## src/rtl/bf_pkg.sv

```systemverilog
package bf_pkg;
    // Transfer type code; value 0 is the only one that can release buffers.
    typedef enum logic [1:0] {
        XFER_OUT    = 2'd0,
        XFER_IN     = 2'd1,
        XFER_LOCAL  = 2'd2,
        XFER_REMOTE = 2'd3
    } xfer_e;

    localparam int unsigned BLK_SHIFT = 7;  // 128-byte blocks
endpackage

```

## src/rtl/bf_decide.sv

```systemverilog
module bf_decide #(
    parameter int unsigned ADDR_W = 36,
    parameter int unsigned BACK_W = 4,
    parameter int unsigned IDX_W  = 4
) (
    input  logic [1:0]        xfer_type,
    input  logic              hdr_ovr,
    input  logic              hdr_rel,
    input  logic [IDX_W-1:0]  ptr_idx,
    input  logic [IDX_W-1:0]  src_count,
    input  logic              ptr_inv,
    input  logic [BACK_W-1:0] ptr_back,
    input  logic [ADDR_W-1:0] ptr_addr,
    output logic              want_rel,
    output logic              underflow,
    output logic [ADDR_W-1:0] start_addr
);
    localparam int unsigned SH    = bf_pkg::BLK_SHIFT;
    localparam int unsigned BLK_W = ADDR_W - SH;

    logic             in_src;
    logic             rel_bit;
    logic [BLK_W:0]   blk_ext;
    logic [BLK_W:0]   back_ext;
    logic [BLK_W:0]   diff;

    always_comb begin
        in_src   = ptr_idx < src_count;
        rel_bit  = hdr_ovr ? hdr_rel : (hdr_rel ^ ptr_inv);
        want_rel = (xfer_type == bf_pkg::XFER_OUT) && in_src && rel_bit;

        blk_ext  = {1'b0, ptr_addr[ADDR_W-1:SH]};
        back_ext = {{(BLK_W + 1 - BACK_W){1'b0}}, ptr_back};
        diff     = blk_ext - back_ext;
        underflow  = diff[BLK_W];
        start_addr = {diff[BLK_W-1:0], {SH{1'b0}}};
    end
endmodule

```

## src/rtl/bf_out_stage.sv

```systemverilog
module bf_out_stage #(
    parameter int unsigned ADDR_W = 36,
    parameter int unsigned POOL_W = 3
) (
    input  logic              clk,
    input  logic              rst_n,
    input  logic              take,
    input  logic              issue,
    input  logic              flag_err,
    input  logic [ADDR_W-1:0] new_addr,
    input  logic [POOL_W-1:0] new_pool,
    input  logic              rel_ready,
    output logic              stall,
    output logic              rel_valid,
    output logic [ADDR_W-1:0] rel_addr,
    output logic [POOL_W-1:0] rel_pool,
    output logic              err_pulse
);
    typedef struct packed {
        logic              valid;
        logic [ADDR_W-1:0] addr;
        logic [POOL_W-1:0] pool;
        logic              err;
    } stage_t;

    stage_t st_d, st_q;

    always_comb begin
        st_d     = st_q;
        st_d.err = 1'b0;
        if (st_q.valid && rel_ready) begin
            st_d.valid = 1'b0;
        end
        if (take) begin
            st_d.valid = issue;
            st_d.err   = flag_err;
            if (issue) begin
                st_d.addr = new_addr;
                st_d.pool = new_pool;
            end
        end
    end

    always_ff @(posedge clk or negedge rst_n) begin
        if (!rst_n) begin
            st_q <= '0;
        end else begin
            st_q <= st_d;
        end
    end

    assign stall     = st_q.valid && !rel_ready;
    assign rel_valid = st_q.valid;
    assign rel_addr  = st_q.addr;
    assign rel_pool  = st_q.pool;
    assign err_pulse = st_q.err;
endmodule

```

## src/rtl/bf_release_unit.sv

```systemverilog
module bf_release_unit #(
    parameter int unsigned ADDR_W = 36,
    parameter int unsigned BACK_W = 4,
    parameter int unsigned POOL_W = 3,
    parameter int unsigned IDX_W  = 4
) (
    input  logic              clk,
    input  logic              rst_n,
    input  logic              in_valid,
    output logic              in_ready,
    input  logic [1:0]        xfer_type,
    input  logic              hdr_ovr,
    input  logic              hdr_rel,
    input  logic [IDX_W-1:0]  ptr_idx,
    input  logic [IDX_W-1:0]  src_count,
    input  logic              ptr_inv,
    input  logic [BACK_W-1:0] ptr_back,
    input  logic [POOL_W-1:0] ptr_pool,
    input  logic [ADDR_W-1:0] ptr_addr,
    output logic              rel_valid,
    input  logic              rel_ready,
    output logic [ADDR_W-1:0] rel_addr,
    output logic [POOL_W-1:0] rel_pool,
    output logic              err_underflow
);
    logic              want_rel;
    logic              underflow;
    logic [ADDR_W-1:0] start_addr;
    logic              stall;
    logic              take;

    bf_decide #(.ADDR_W(ADDR_W), .BACK_W(BACK_W), .IDX_W(IDX_W)) u_decide (
        .xfer_type (xfer_type),
        .hdr_ovr   (hdr_ovr),
        .hdr_rel   (hdr_rel),
        .ptr_idx   (ptr_idx),
        .src_count (src_count),
        .ptr_inv   (ptr_inv),
        .ptr_back  (ptr_back),
        .ptr_addr  (ptr_addr),
        .want_rel  (want_rel),
        .underflow (underflow),
        .start_addr(start_addr)
    );

    assign in_ready = !stall;
    assign take     = in_valid && !stall;

    bf_out_stage #(.ADDR_W(ADDR_W), .POOL_W(POOL_W)) u_out (
        .clk      (clk),
        .rst_n    (rst_n),
        .take     (take),
        .issue    (want_rel && !underflow),
        .flag_err (want_rel && underflow),
        .new_addr (start_addr),
        .new_pool (ptr_pool),
        .rel_ready(rel_ready),
        .stall    (stall),
        .rel_valid(rel_valid),
        .rel_addr (rel_addr),
        .rel_pool (rel_pool),
        .err_pulse(err_underflow)
    );
endmodule

```

## config.mk

```make
export PLATFORM = sky130hd
export DESIGN_NAME = bf_release_unit
export DESIGN_NICKNAME = d
export VERILOG_FILES = /design/src/rtl/bf_pkg.sv /design/src/rtl/bf_decide.sv /design/src/rtl/bf_out_stage.sv /design/src/rtl/bf_release_unit.sv
export SDC_FILE = /design/constraint.sdc
export NUM_CORES = 1
export LEC_CHECK = 0
export ABC_AREA = 1
export BUFFER_PORTS_ARGS = -buffer_cell sky130_fd_sc_hd__buf_2
export CAP_MARGIN = 20
export CORE_ASPECT_RATIO = 1.5
export CORE_MARGIN = 1
export CORE_UTILIZATION = 55
export DETAILED_ROUTE_END_ITERATION = 7
export GPL_ROUTABILITY_DRIVEN = 0
export GPL_TIMING_DRIVEN = 0
export HOLD_SLACK_MARGIN = 0.08
export PLACE_DENSITY = 0.87
export SYNTH_ARGS = -nofsm -noshare
export SYNTH_HDL_FRONTEND = slang
export SYNTH_HIERARCHICAL = 1
export SYNTH_SLANG_ARGS = --single-unit
```

## constraint.sdc

```tcl
create_clock -name clk -period 3.13 [get_ports clk]
set_clock_uncertainty 0.1 [all_clocks]
set_input_delay 0 -clock clk [delete_from_list [all_inputs] [get_ports clk]]
set_output_delay 0 -clock clk [all_outputs]
set_load 0.05 [all_outputs]
```

# Yosys cells after proc, flatten, opt, wreduce, memory -nomap -nowiden
# Cells that the tools add are included.
# classes
n_reduce_logical,13
mux,4
bitwise,1
addsub,1
magnitude_cmp,1
# ops
operator,count
41-bit 2-to-1 mux,1
39-bit 2-to-1 mux,1
29-bit by 4-bit subtractor with 30-bit output,1
1-bit logical AND,7
4-bit less-than comparator,1
1-bit zero test,3
2-bit zero test,1
1-bit 2-to-1 mux,2
2-bit AND reduction,1
2-bit nonzero test,1
1-bit bitwise XOR,1
# totals
register_bits,34
output_inout_bits,42
inputBits,60

# Depth between registers and ports, before layout
# logic_depth
word_depth,6
depth_mapped,14
mapped_depth_nobuf,14

# Hierarchy
# Netlist, hierarchy kept.
# by_module_without_submodules
module,seq_area_each_um2,area_per_inst_um2,cells_per_inst,n_inst
bf_out_stage,1026.0,1616.6,180,1
bf_decide,0.0,1238.7,239,1
bf_release_unit,0.0,28.8,7,1

# Worst setup path after synthesis
# No wires, ideal clock.
# synth_path
kind,in2reg
from,input ptr_back[2]
to,"register u_out.st_q, in the netlist u_out/rel_addr[20]"
setup_slack_ps,1417
t_required_ps,2911
setup_ps,119
t_arrival_ps,1494
stages,14
path_cell_list,inv_1 > ha_1 > nand2_1 > nand2_2 > nand2_2 > nand3_2 > nor2_4 > nand3_2 > nor2_2 > nor2_2 > buf_4 > buf_4 > nand3_1 > nand2_1
# synth_via
elab_chain_len,4
# synth_lines
element,line,text
start: declaration,bf_release_unit.sv:17,"input logic [BACK_W-1:0] ptr_back,"
29-bit by 4-bit subtractor with 30-bit output,bf_decide.sv:34,diff = blk_ext - back_ext;
via underflow,bf_release_unit.sv:27,logic underflow;
1-bit zero test,bf_release_unit.sv:53,".issue (want_rel && !underflow),"
1-bit logical AND,bf_release_unit.sv:53,
2-bit AND reduction (no source line),n/a,
end signal: assignment,bf_out_stage.sv:48,st_q <= st_d;
end: declaration,bf_out_stage.sv:26,"stage_t st_d, st_q;"
# The timed path passes the listed nets, and every way through them passes these cells.
# A chain may end at the register's enable or synchronous reset.

# Worst setup path in the final report
# layout_path
from,input ptr_back[0]
to,"register u_out.st_q, in the netlist u_out/rel_addr[33]"
# layout_via
word_cells_on_any_way,4
cone_classes,add/sub (1); reduce/logical (3)
# layout_rtl
element,line,text
29-bit by 4-bit subtractor with 30-bit output,bf_decide.sv:34,
via start_addr[33],bf_release_unit.sv:28,logic [ADDR_W-1:0] start_addr;
# The timed path passes the listed nets, and every way through them passes these cells.

==> results.md <==
Status:
- The flow ran to the end, and the final reports show no timing, DRC or antenna violations.

Timing:
- The final count of negative-setup-slack endpoints is 0.
- The measured slew at the worst slew-check pin is 0.8518 ns.
- The number of hold violations in the final report is 0.
- The final critical path time including I/O delays and setup is 2.686 ns.
- The relative max-transition margin is 0.4321.
- The portion of the clock cycle consumed by the worst path in the final layout is 0.8582.
- The number of max-slew violations in the final report is 0.
- The highest clock rate is 372.3 MHz.
- The worst hold margin is around 0.15 ns.
- Setup repair after global routing left no endpoint under its margin.
- The setup total negative slack is 0 ns.

Route:
- The detailed router's first-iteration violation count is 166.
- In this run the remaining antenna-violating nets after routing total 0.
- The via count of the routed design is 3221.
- Dividing the detail-routed wire length by the instance count gives 12.51 µm.
- The final routed DRC violation total is 0.
- The count of TritonRoute iterations in the first routing pass is 4.
- After detailed routing, the total wire length is roughly 8.0 mm.
- The number of vias per cell after detailed routing is 5.057.

Setup path:
- The largest single stage delay on the critical path is 0.55 ns.
- The arrival time reported for the critical path endpoint is 2.82 ns.
- The slack of the worst reg-to-reg path is ~1.7 ns.
- The critical path goes through dlygate4sd3_1, buf_2, ha_1, inv_1, fa_1, nand3_1, nand4_1, nor2_2, nand3_1, nand2_1, dlygate4sd3_1, nand3_1, nand2_1.
- The most frequent cell on the critical path is sky130_fd_sc_hd__nand3_1.
- Of all nets on the critical path, the largest fanout is 3.
- The startpoint identified for the worst register-to-register timing path is u_out/rel_valid.
- The source of the critical timing path is ptr_back[0].
- The critical path class is primary input to flip-flop.
- STA puts the critical path data required time at roughly 3.3 ns.
- STA classifies the critical path endpoint as a flip-flop.
- The cell with the biggest individual delay on the critical path is sky130_fd_sc_hd__dlygate4sd3_1.
- The worst setup path is launched from a primary input.

Floorplan:
- The die area is around 5500 µm².
- The initial utilization of the core area, before any placement, comes to 0.5855.
- The x dimension of the die is slightly above 60 µm.
- The floorplan step set the die height to 90.69 µm.
- The boundary pin count is 102.
- The core region is just under 5000 µm².
- The row count is 31.

Logic synthesis:
- By area the synthesized netlist is led by sky130_fd_sc_hd__dfrtp_1 36%, sky130_fd_sc_hd__nand2_1 19%, sky130_fd_sc_hd__nand3_1 9.9%.
- The total standard cell area after synthesis is ~2900 µm².
- In this run, synthesis inferred 0 flip-flops with an integrated enable.
- The dominant cell type by area after synthesis is sky130_fd_sc_hd__dfrtp_1.
- The share of the Yosys chip area taken by registers is 0.3557.
- The compound-cell area share of the yosys netlist is 0.02299.
- The commonest cells after synthesis are 147 x sky130_fd_sc_hd__nand2_1, 57 x sky130_fd_sc_hd__nand3_1, 47 x sky130_fd_sc_hd__inv_1.
- Counting every instance in the synthesized netlist gives between 400 and 500.
- The average footprint of a synthesized cell is 6.770 µm².
- The largest family of logic cells by synthesized area is simple AND/OR/NAND/NOR gates.
- The synthesis warning total is 6.
- The xor and xnor fraction of the mapped netlist area is 0.03644.
- Of the total synthesized cell area, the portion taken by AND, OR, NAND and NOR gates is 0.4395.
- The multiplexer share of the synthesized area is 0.
- Counting distinct cell types in the post-synthesis netlist gives 27.
- The share of synthesized cell area in full adder, half adder and majority cells is 0.03731.
- In this run, synthesis produced a sequential element count of 41.
- The most instantiated library cell after synthesis is sky130_fd_sc_hd__nand2_1.
- Of the post-synthesis cell area, the dominant cell type holds 0.3557.
- In the synthesized netlist the dominant register cell turns out to be sky130_fd_sc_hd__dfrtp_1.
- The share of async-settable or async-resettable flops after synthesis is 1.000.

Pwr:
- The largest vdd supply drop is 0.2895 mV.
- The share of total power dissipated in combinational logic is 0.504.
- The standby leakage power is 2.198 nW.
- The internal power contribution is 1.105 mW.
- Of the total power, registers draw 0.349.
- The power density over the cells is about 560 nW/µm².
- The net switching power is around 1.1 mW.
- The share of total power dissipated in the clock network is 0.148.
- The switching portion of total power is 0.4938.

CTS:
- The hold-fix buffer count after cts is 37.
- Clock tree synthesis found a total of 41 sinks.
- The insertion delay to the later sink of the worst-skew pair is 0.29 ns.
- The clock passes through at most 2 buffers.
- Post-CTS repair changed the size of 0 cells.
- The buffer count from post-CTS setup fixing is 0.
- After clock tree synthesis, the clock-pin slew on the worst setup and hold paths is 0.07 ns.
- Clock tree synthesis selected as its root buffer the cell sky130_fd_sc_hd__clkbuf_8.
- Counting the buffers created by CTS gives 5.
- The TritonCTS clock tree is built.
- The H-tree depth reported by CTS is 2.

Global route:
- In the global route stage, overall resource usage came out at 0.3083.
- The number of global-route vias before repair is 3140.
- The maximum number of pins on one net before global-route repair is 42.
- The global-route wire length before repair is ~13 mm.
- The global route total overflow is 0.
- The initial antenna violation count is 0.

Worst hold path:
- In this run the worst hold path is classified as primary input to flip-flop.
- In this run the most critical hold path is launched from in_valid.

Cells and area:
- Compared with the post-synthesis result, the final layout area differs by 35.66%.
- In the final layout, the share of cells above drive strength 1 is 0.2609.
- The filler cell count is 387.
- At the end of the flow, the number of nets in the layout was between 600 and 700.
- After routing the design area is 3913 µm².
- The repair_antennas step left the layout with diodes totalling 0.

Placed design:
- After legalization and detailed placement, the total HPWL measured 5.590 mm.
- The placement-stage cell area is between 3000 and 4000 µm².
- During placement, the flow inserted port buffers numbering 94.

Run:
- The max-capacitance violation count is 0.
[logic make-up after synthesis]
family                   Yosys count
AND/OR/NAND/NOR                  283
buffers and inverters             70
flip-flops                        41
XOR/XNOR                          12
AO/OA/AOI/OAI                     11
adder cells (fa/ha/maj)            8
other                              1
[path summary, 6_finish.rpt]
path                                      end  cells after the start
max                        u_out/rel_addr[33]                     13
min                           u_out/rel_valid                      7
max reg2reg                u_out/rel_addr[20]                      8
min reg2reg                 u_out/rel_pool[2]                      2
max in group asynchronous  u_out/rel_addr[29]                      2
min in group asynchronous   u_out/rel_addr[1]                      2
[per-stage QoR]
| step | power [mW] | worst slack [ns] | std cells | utilization |
|---|---|---|---|---|
| after global routing | 2.299 | 0.3249 | 637 | 0.7943 |
| after floorplan | 1.544 | 1.417 | 432 | - |
| after CTS | 2.186 | 0.5367 | 637 | 0.7943 |
| final | 2.182 | 0.4438 | 637 | 0.7943 |
| after detailed placement | 1.827 | 1.053 | 592 | 0.7023 |
| after global placement | 1.798 | 1.108 | 592 | 0.7023 |
[power by group through the flow]
stage	logic [mW]	registers (mW)	clock network [mW]
6_report	1.10	0.761	0.322
2_1_floorplan	0.234	1.31	0
4_1_cts	1.09	0.762	0.330
3_3_place_gp	1.04	0.763	0
3_5_place_dp	1.06	0.771	0
5_1_grt	1.17	0.777	0.354
[flip-flops by register name, indices dropped and copies added (netlist names)]
| register | count |
|---|---|
| u_out/err_pulse | 1 |
| u_out/rel_valid | 1 |
| u_out/rel_pool | 3 |
| u_out/rel_addr | 36 |
[routing by layer]
metal	GRT usage	part of all wire
met5	0	0
met2	0.5453	0.53
met1	0.3178	0.36
met3	0.03725	0.047
met4	0.2045	0.058
[cells in the final DEF, fill, tap and decap left out, drive strengths merged]
| cell | instances |
|---|---|
| a21oi | 1 |
| buf | 113 |
| clkbuf | 7 |
| clkinv | 3 |
| conb | 7 |
| dfrtp | 41 |
| dlygate4sd3 | 37 |
| fa | 1 |
| ha | 7 |
| inv | 49 |
| nand2 | 156 |
| nand3 | 59 |
| nand3b | 3 |
| nand4 | 5 |
| nor2 | 60 |
| o21ai | 10 |
| xnor2 | 6 |
| xor2 | 6 |
[final cells by class]
cell class,count,area [µm²],share of cell area
repair buffers,131,840.8,0.2149
well taps,66,82.58,0.02111
clock inverters,2,10.01,0.002558
clock buffers,6,72.57,0.01855
inverters,50,187.7,0.04797
multi-input cells,321,1573,0.4020
plain buffers,20,120.1,0.03070
flip-flops and latches,41,1026,0.2622
[critical path, delay by kind of cell]
kind	cells	cell delay (ns)
buffers and inverters	4	1.25
AND/OR/NAND/NOR	7	0.98
adder cells (fa/ha/maj)	2	0.58
No activity file was read; power rests on OpenSTA's default activity.
